[src/rtl/iq_out_conditioner.sv]
module iq_out_conditioner #(
  parameter int IN_W   = 18,
  parameter int OUT_W  = 18,
  parameter int COEF_W = 16,
  parameter int COEF_F = 14,
  parameter int FX     = 2,
  parameter int OFS_W  = 16
) (
  input  logic                    clk,
  input  logic                    rst_n,
  input  logic                    host_we,
  input  logic [2:0]              host_addr,
  input  logic [15:0]             host_wdata,
  input  logic                    host_clr,
  input  logic                    in_vld,
  input  logic signed [IN_W-1:0]  in_i,
  input  logic signed [IN_W-1:0]  in_q,
  output logic                    out_vld,
  output logic signed [OUT_W-1:0] out_i,
  output logic signed [OUT_W-1:0] out_q,
  output logic [1:0]              sat_flag
);
  localparam int PROD_W = IN_W + COEF_W;
  localparam int SUM_W  = PROD_W + 1;
  localparam int EXT_W  = SUM_W + 2;
  localparam int RND    = COEF_F - FX;
  localparam int WID_W  = $clog2(OUT_W + 1);
  localparam logic signed [COEF_W-1:0] UNITY = COEF_W'(1 << COEF_F);
  localparam logic signed [EXT_W-1:0] MAXV = EXT_W'((64'sd1 <<< (OUT_W - 1)) - 64'sd1);
  localparam logic signed [EXT_W-1:0] MINV = -MAXV - EXT_W'(1);

  logic signed [COEF_W-1:0] m_ii, m_qi, m_iq, m_qq;
  logic signed [COEF_W-1:0] k_ii, k_qi, k_iq, k_qq;
  logic signed [OFS_W-1:0]  ofs_i, ofs_q;
  logic [4:0]               wfield;
  logic                     byp;

  always_ff @(posedge clk or negedge rst_n) begin
    if (!rst_n) begin
      m_ii <= UNITY; m_qi <= '0; m_iq <= '0; m_qq <= UNITY;
      k_ii <= UNITY; k_qi <= '0; k_iq <= '0; k_qq <= UNITY;
      ofs_i <= '0; ofs_q <= '0;
      wfield <= 5'(OUT_W); byp <= 1'b0;
    end else if (host_we) begin
      case (host_addr)
        3'd0: ofs_i <= OFS_W'(host_wdata);
        3'd1: ofs_q <= OFS_W'(host_wdata);
        3'd2: m_ii <= COEF_W'(host_wdata);
        3'd3: m_qi <= COEF_W'(host_wdata);
        3'd4: m_iq <= COEF_W'(host_wdata);
        3'd5: begin
          m_qq <= COEF_W'(host_wdata);
          k_ii <= m_ii; k_qi <= m_qi; k_iq <= m_iq;
          k_qq <= COEF_W'(host_wdata);
        end
        3'd6: begin
          wfield <= host_wdata[4:0];
          byp    <= host_wdata[8];
        end
        default: ;
      endcase
    end
  end

  // stage 1: raw sample and four products
  logic                     v1, b1;
  logic signed [IN_W-1:0]   x1_i, x1_q;
  logic signed [PROD_W-1:0] p_ii, p_qi, p_iq, p_qq;

  always_ff @(posedge clk or negedge rst_n) begin
    if (!rst_n) begin
      v1 <= 1'b0; b1 <= 1'b0;
      x1_i <= '0; x1_q <= '0;
      p_ii <= '0; p_qi <= '0; p_iq <= '0; p_qq <= '0;
    end else begin
      v1 <= in_vld;
      if (in_vld) begin
        b1   <= byp;
        x1_i <= in_i;
        x1_q <= in_q;
        p_ii <= in_i * k_ii;
        p_qi <= in_q * k_qi;
        p_iq <= in_i * k_iq;
        p_qq <= in_q * k_qq;
      end
    end
  end

  // stage 2: sum, round, offset, round, clamp, width
  function automatic logic [OUT_W:0] condition(input logic signed [SUM_W-1:0] acc,
                                               input logic signed [OFS_W-1:0] ofs);
    logic signed [EXT_W-1:0] t;
    logic sat;
    t = EXT_W'(acc) + EXT_W'(64'sd1 <<< (RND - 1));
    t = t >>> RND;
    t = t + EXT_W'(ofs) + EXT_W'(64'sd1 <<< (FX - 1));
    t = t >>> FX;
    sat = (t > MAXV) || (t < MINV);
    if (t > MAXV) t = MAXV;
    else if (t < MINV) t = MINV;
    return {sat, t[OUT_W-1:0]};
  endfunction

  logic signed [SUM_W-1:0] acc_i, acc_q;
  logic [OUT_W:0]          c_i, c_q;
  logic [WID_W-1:0]        wsel;
  logic [OUT_W-1:0]        keep;
  logic                    sat_i, sat_q;

  assign acc_i = SUM_W'(p_ii) + SUM_W'(p_qi);
  assign acc_q = SUM_W'(p_iq) + SUM_W'(p_qq);
  assign c_i   = condition(acc_i, ofs_i);
  assign c_q   = condition(acc_q, ofs_q);
  assign wsel  = (wfield == 5'd0 || int'(wfield) > OUT_W) ? WID_W'(OUT_W) : WID_W'(wfield);
  assign keep  = {OUT_W{1'b1}} << (OUT_W - int'(wsel));
  assign sat_i = v1 && !b1 && c_i[OUT_W];
  assign sat_q = v1 && !b1 && c_q[OUT_W];

  always_ff @(posedge clk or negedge rst_n) begin
    if (!rst_n) begin
      out_vld <= 1'b0; out_i <= '0; out_q <= '0; sat_flag <= '0;
    end else begin
      out_vld  <= v1;
      sat_flag <= (sat_flag & {2{!host_clr}}) | {sat_q, sat_i};
      if (v1) begin
        out_i <= b1 ? OUT_W'(x1_i) : (c_i[OUT_W-1:0] & keep);
        out_q <= b1 ? OUT_W'(x1_q) : (c_q[OUT_W-1:0] & keep);
      end
    end
  end


  latency_chk: assert property (@(posedge clk) disable iff (!rst_n)
    v1 |=> out_vld);

  hold_chk: assert property (@(posedge clk) disable iff (!rst_n)
    !v1 |=> ($stable(out_i) && $stable(out_q) && !out_vld));

  shadow_chk: assert property (@(posedge clk) disable iff (!rst_n)
    !(host_we && host_addr == 3'd5) |=> ($stable(k_ii) && $stable(k_qi) && $stable(k_iq) && $stable(k_qq)));

  sticky_chk: assert property (@(posedge clk) disable iff (!rst_n)
    (sat_flag[0] && !host_clr) |=> sat_flag[0]);

  clear_chk: assert property (@(posedge clk) disable iff (!rst_n)
    (host_clr && !sat_i && !sat_q) |=> (sat_flag == 2'b00));
endmodule

[config.mk]
export PLATFORM = sky130hd
export DESIGN_NAME = iq_out_conditioner
export DESIGN_NICKNAME = d
export VERILOG_FILES = /design/src/rtl/iq_out_conditioner.sv
export SDC_FILE = /design/constraint.sdc
export NUM_CORES = 2
export LEC_CHECK = 0
export ABC_AREA = 0
export BUFFER_PORTS_ARGS = -buffer_cell sky130_fd_sc_hd__buf_2
export CAP_MARGIN = 40
export CORE_MARGIN = 5
export CORE_UTILIZATION = 30
export CTS_CLUSTER_DIAMETER = 150
export CTS_CLUSTER_SIZE = 24
export DETAILED_ROUTE_END_ITERATION = 16
export PLACE_DENSITY = 0.5
export SLEW_MARGIN = 20
export SYNTH_ARGS = -nofsm -noshare
export SYNTH_HDL_FRONTEND = slang
export SYNTH_SLANG_ARGS = --single-unit
[constraint.sdc]
create_clock -name clk -period 19.2 [get_ports clk]
set_input_delay 0 -clock clk [delete_from_list [all_inputs] [get_ports clk]]
set_output_delay 0 -clock clk [all_outputs]
set_load 0.01 [all_outputs]
After elaboration in Yosys (flattened, before gate mapping) --
Index checks and enable logic that the tools add are counted.
Storage, ports and cells: bits in registers 363, word-level logic and storage cells 76, output and inout bits 39
Operators by class: magnitude comparators 5, reduce and logical (&&, ||, !) cells 17, bitwise logic cells 4, multiplexer cells 7, shift-type cells 1, $add $sub $neg 9, multiply operators 4, equality and inequality tests 6
Operator list (count):
- multiplier 18 x 16 -> 34 bit | 4
- 2-to-1 mux 18 bit | 6
- adder 35 x 13 -> 36 bit, second input constant | 2
- adder 34 x 34 -> 35 bit | 2
- adder 25 x 3 -> 26 bit, second input constant | 2
- adder 24 x 16 -> 25 bit | 2
- > comparator 24 x 18 -> 1 bit, second input constant | 2
- < comparator 24 x 18 -> 1 bit, second input constant | 2
- AND 18 bit | 2
- left shift 18 x 32 -> 18 bit, first input constant | 1
- AND reduction 2 bit | 7
- == test 3 bit, second input constant | 3
- == test 3 x 2 -> 1 bit, second input constant | 2
- subtractor 5 x 5 -> 6 bit, first input constant | 1
- > comparator 5 bit, second input constant | 1
- zero test 5 bit | 1
- 2-to-1 mux 5 bit | 1
- == test 3 x 1 -> 1 bit, second input constant | 1
- logical AND 1 bit | 3
- zero test 3 bit | 1
- logical OR 1 bit | 3
- AND 2 bit | 1
- zero test 1 bit | 2
- OR 2 bit | 1

Longest topological paths before layout --
depth after elaboration 9, gate-level depth with buffers 30

Worst setup path before layout --
OpenSTA, ideal clock, no wires.
kind register to register, start reg k_ii[1], end reg p_ii[32], library setup time 125 ps, slack 12254 ps, arrival 6821 ps, period minus slack after synthesis 6946 ps, required time 19075 ps, cell stages (with the launch flop) 28, path through dfrtp_1 clkbuf_1 clkbuf_1 nand2_1 fa_1 inv_1 fa_1 inv_1 fa_1 fa_1 inv_1 fa_1 inv_1 fa_1 inv_1 ha_1 a21o_1 a221oi_1 nand2b_1 o211ai_2 a311oi_2 o31ai_2 o22ai_2 o21ai_1 or4_1 a31oi_1 xnor2_1 mux2_2
Between the ends: cells in the longest elaborated chain, start to end 1
Ends and longest elaborated chain:
- start: declaration | line 33 | logic signed [COEF_W-1:0] k_ii, k_qi, k_iq, k_qq;
- start signal: assignment | line 53 | k_ii <= m_ii; k_qi <= m_qi; k_iq <= m_iq;
- multiplier 18 x 16 -> 34 bit | line 81 | p_ii <= in_i * k_ii;
- end signal: assignment | line 81
- end: declaration | line 68 | logic signed [PROD_W-1:0] p_ii, p_qi, p_iq, p_qq;
Every way passes these cells. A chain may end at the register's enable or synchronous reset.

Worst setup path after layout --
start reg k_qq[4], end reg p_qq[33]
Between the ends: cells in the longest elaborated chain, start to end 1
Ends and longest elaborated chain:
- start: declaration | line 33
- start signal: assignment | line 54 | k_qq <= COEF_W'(host_wdata);
- multiplier 18 x 16 -> 34 bit | line 84 | p_qq <= in_q * k_qq;
- end signal: assignment | line 84
- end: declaration | line 68
Every way passes these cells.

==> out/qor.csv <==
metric,value,unit
synth_warnings,0,
insertion_delay,0.61,ns
die_w,467,um
status,"complete, no violations",
start_util,30.2,%
fmax,132,MHz
wl,176000,um
stdcell_area,0.0675,mm^2
r2r_slack,11.62,ns
syn_to_final_growth,7.67,%
overflow,0,
ff_latch_area,0.00909,mm^2
syn_area,0.0627,mm^2
syn-num-nets,8240,
cp_max_fo,19,
die_h,467,um
drt_iter0_markers,1982,
dieArea,0.218,mm^2
critical_path_class,register to register,
cts_buffer_depth,3,
setup_viol,0,
grt_max_degree,76,
min_path_type,primary input to register,
fin_crit_sh,39.5,%
placed_cell_area,0.0665,mm^2
portBuffers,98,
grt_antenna_before_repair,11,
rows,167,
async_flop_share,100,%
finClkSkew,0.0342,ns
reg2reg_from,k_qq[4],
ios,99,
crit_start,k_qq[4],
syn_avg_cell_area,9.73,um^2
synth-seq-cells,363,
worst_slew_pin_slew,0.920,ns
cts-htree-levels,1,
dr.pass1.iters,5,
ant_nets,0,
gp_congestion,0.834,
rsz0062_at_grt,no,
vias,43111,
cts_resized,0,
crit_required,19.66,ns
cts_sinks,363,
synth_cells,6449,
cts_made_buffers,21,
reg2regPathDepth,25,
hold_path_depth,2,
track_usage,16.5,%
layout_min_cycle_time,7.58,ns
finalHoldViolCount,0,
drv_slew,0,
postCtsSetupRepairBufs,0,
critPathCaptureType,register,
fin_setup_tns,0,ns
clkTransAtPathRegs,0.12,ns
synth-main-ff-cell,dfrtp_1,
cp_data_arrival_time,8.04,ns
r2r-end,p_qq[33],
final_common_cell,inv_1,
drcViolationCount,0,
yosysUniqueCellTypes,91,
multiInputGateArea,0.0479,mm^2
worst_setup_path_start_kind,register,
endpoint,p_qq[33],
maxCapViolCount,0,
vias_per_cell,4.69,
core_area,0.207,mm^2
drive_gt1_share,8.27,%
worst_slack,11.62,ns
grt_pass1_vias,47620,
cts_tree,yes,
fin_nets,8185,
n_fill_cell,21340,
place_hpwl,141000,um
clock-root-buffer,clkbuf_16,
synth_edf_count,0,
preCtsSetupSlack,11.70,ns
grt_pass1_wl,280000,um
drt-wirelength-per-cell,19.1,um
final_cell_mix,"inv_1 (1265), fa_1 (1162), nand2_1 (776)",
relSlewSlack,38.7,%
ys_seq_area_share,14.5,%
cts_hold_buffers,14,
metal layers:
metal	part of all wire [%]	global-route usage, %	vias up
met1	39	19.5	22436
met3	2.8	1.21	249
li1	-	-	19769
met2	53	30.6	655
met4	5.2	7.20	2
met5	0.0068	0	-
stage by stage:
step | hold WS (ns) | cells | utilization [%]
3_3_place_gp | 0.0356 | 9115 | 31.9
3_5_place_dp | 0.0458 | 9131 | 32.0
5_1_grt | 0.0115 | 9195 | 32.5
2_1_floorplan | -0.296 | 6449 | -
6_report | 0.0197 | 9201 | 32.6
4_1_cts | 0.0000316 | 9180 | 32.4
cells in the mapped netlist, drive strengths merged, types with 22 or more instances:
master / instances / share of area [%]
inv: 1265 / 7.6
fa: 1162 / 37
nand2: 777 / 4.7
ha: 569 / 11
and2: 449 / 4.5
dfrtp: 358 / 14
mux2: 277 / 5.0
clkbuf: 250 / 1.5
xnor2: 169 / 2.4
a21oi: 158 / 1.3
o21ai: 157 / 1.3
nor2: 149 / 0.89
nand2b: 94 / 0.95
a21o: 86 / 1.0
nor3: 56 / 0.45
nand3: 51 / 0.41
xor2: 48 / 0.68
o21a: 37 / 0.44
nor2b: 31 / 0.31
o31ai: 22 / 0.32
state kept, by name, summed over array words and instances (netlist names):
signal / flops
k_ii: 16
ofs_i: 16
m_qi: 16
k_iq: 16
sat_flag: 2
x1_q: 18
p_qq: 34
m_ii: 16
byp: 1
out_vld: 1
m_iq: 16
x1_i: 18
p_iq: 34
wfield: 5
k_qq: 16
v1: 1
p_ii: 34
out_q: 18
k_qi: 16
b1: 1
p_qi: 34
out_i: 18
ofs_q: 16
final cells by class:
cell class                      count  share of cell area [%]
Clock inverter                      9                   0.174
Antenna cell                        7                  0.0259
Inverter                         1266                    7.04
Sequential cell                   363                    13.5
Multi-Input combinational cell   4551                    70.9
Timing Repair Buffer              191                    2.42
Tap cell                         2788                    5.16
Clock buffer                       26                   0.806
worst min-delay path by stage:
| stage | start | endpoint | slack [ns] |
|---|---|---|---|
| 6_report | host_wdata[6] | k_qq[6] | 0.02 |
| 5_1_grt | host_addr[0] | m_ii[3] | 0.01 |
| 4_1_cts | host_wdata[3] | m_ii[3] | 0.00003 |
| 3_5_place_dp | rst_n | k_qq[15] | 0.05 |
| 3_3_place_gp | rst_n | k_qq[15] | 0.04 |
| 2_1_floorplan | rst_n | b1 | -0.30 |
worst max-delay path: stages (launching register included):
cell	delay, ns
dfrtp_1	0.79
nand2_1	0.18
fa_1	0.58
inv_1	0.05
fa_1	0.48
inv_1	0.06
fa_1	0.50
inv_1	0.06
fa_1	0.53
inv_1	0.05
fa_1	0.48
inv_1	0.05
fa_1	0.44
ha_1	0.35
a21o_1	0.21
a21oi_1	0.25
nand2_1	0.12
or3_1	0.37
o211ai_1	0.28
a31oi_1	0.20
a41oi_1	0.37
a21oi_1	0.16
or4_1	0.42
a31oi_1	0.21
xnor2_1	0.14
a21oi_1	0.08
kinds of logic after synthesis:
logic type	synth area share [%]
compound gates	6.62
xor+xnor	3.05
fa+ha+maj	48.4
mux	5.05
buf+inv	9.20
flops	14.5
simple gates	13.2
Power is not shown: default switching activity piles up to over one toggle a cycle in this logic, so the estimate is an artifact.
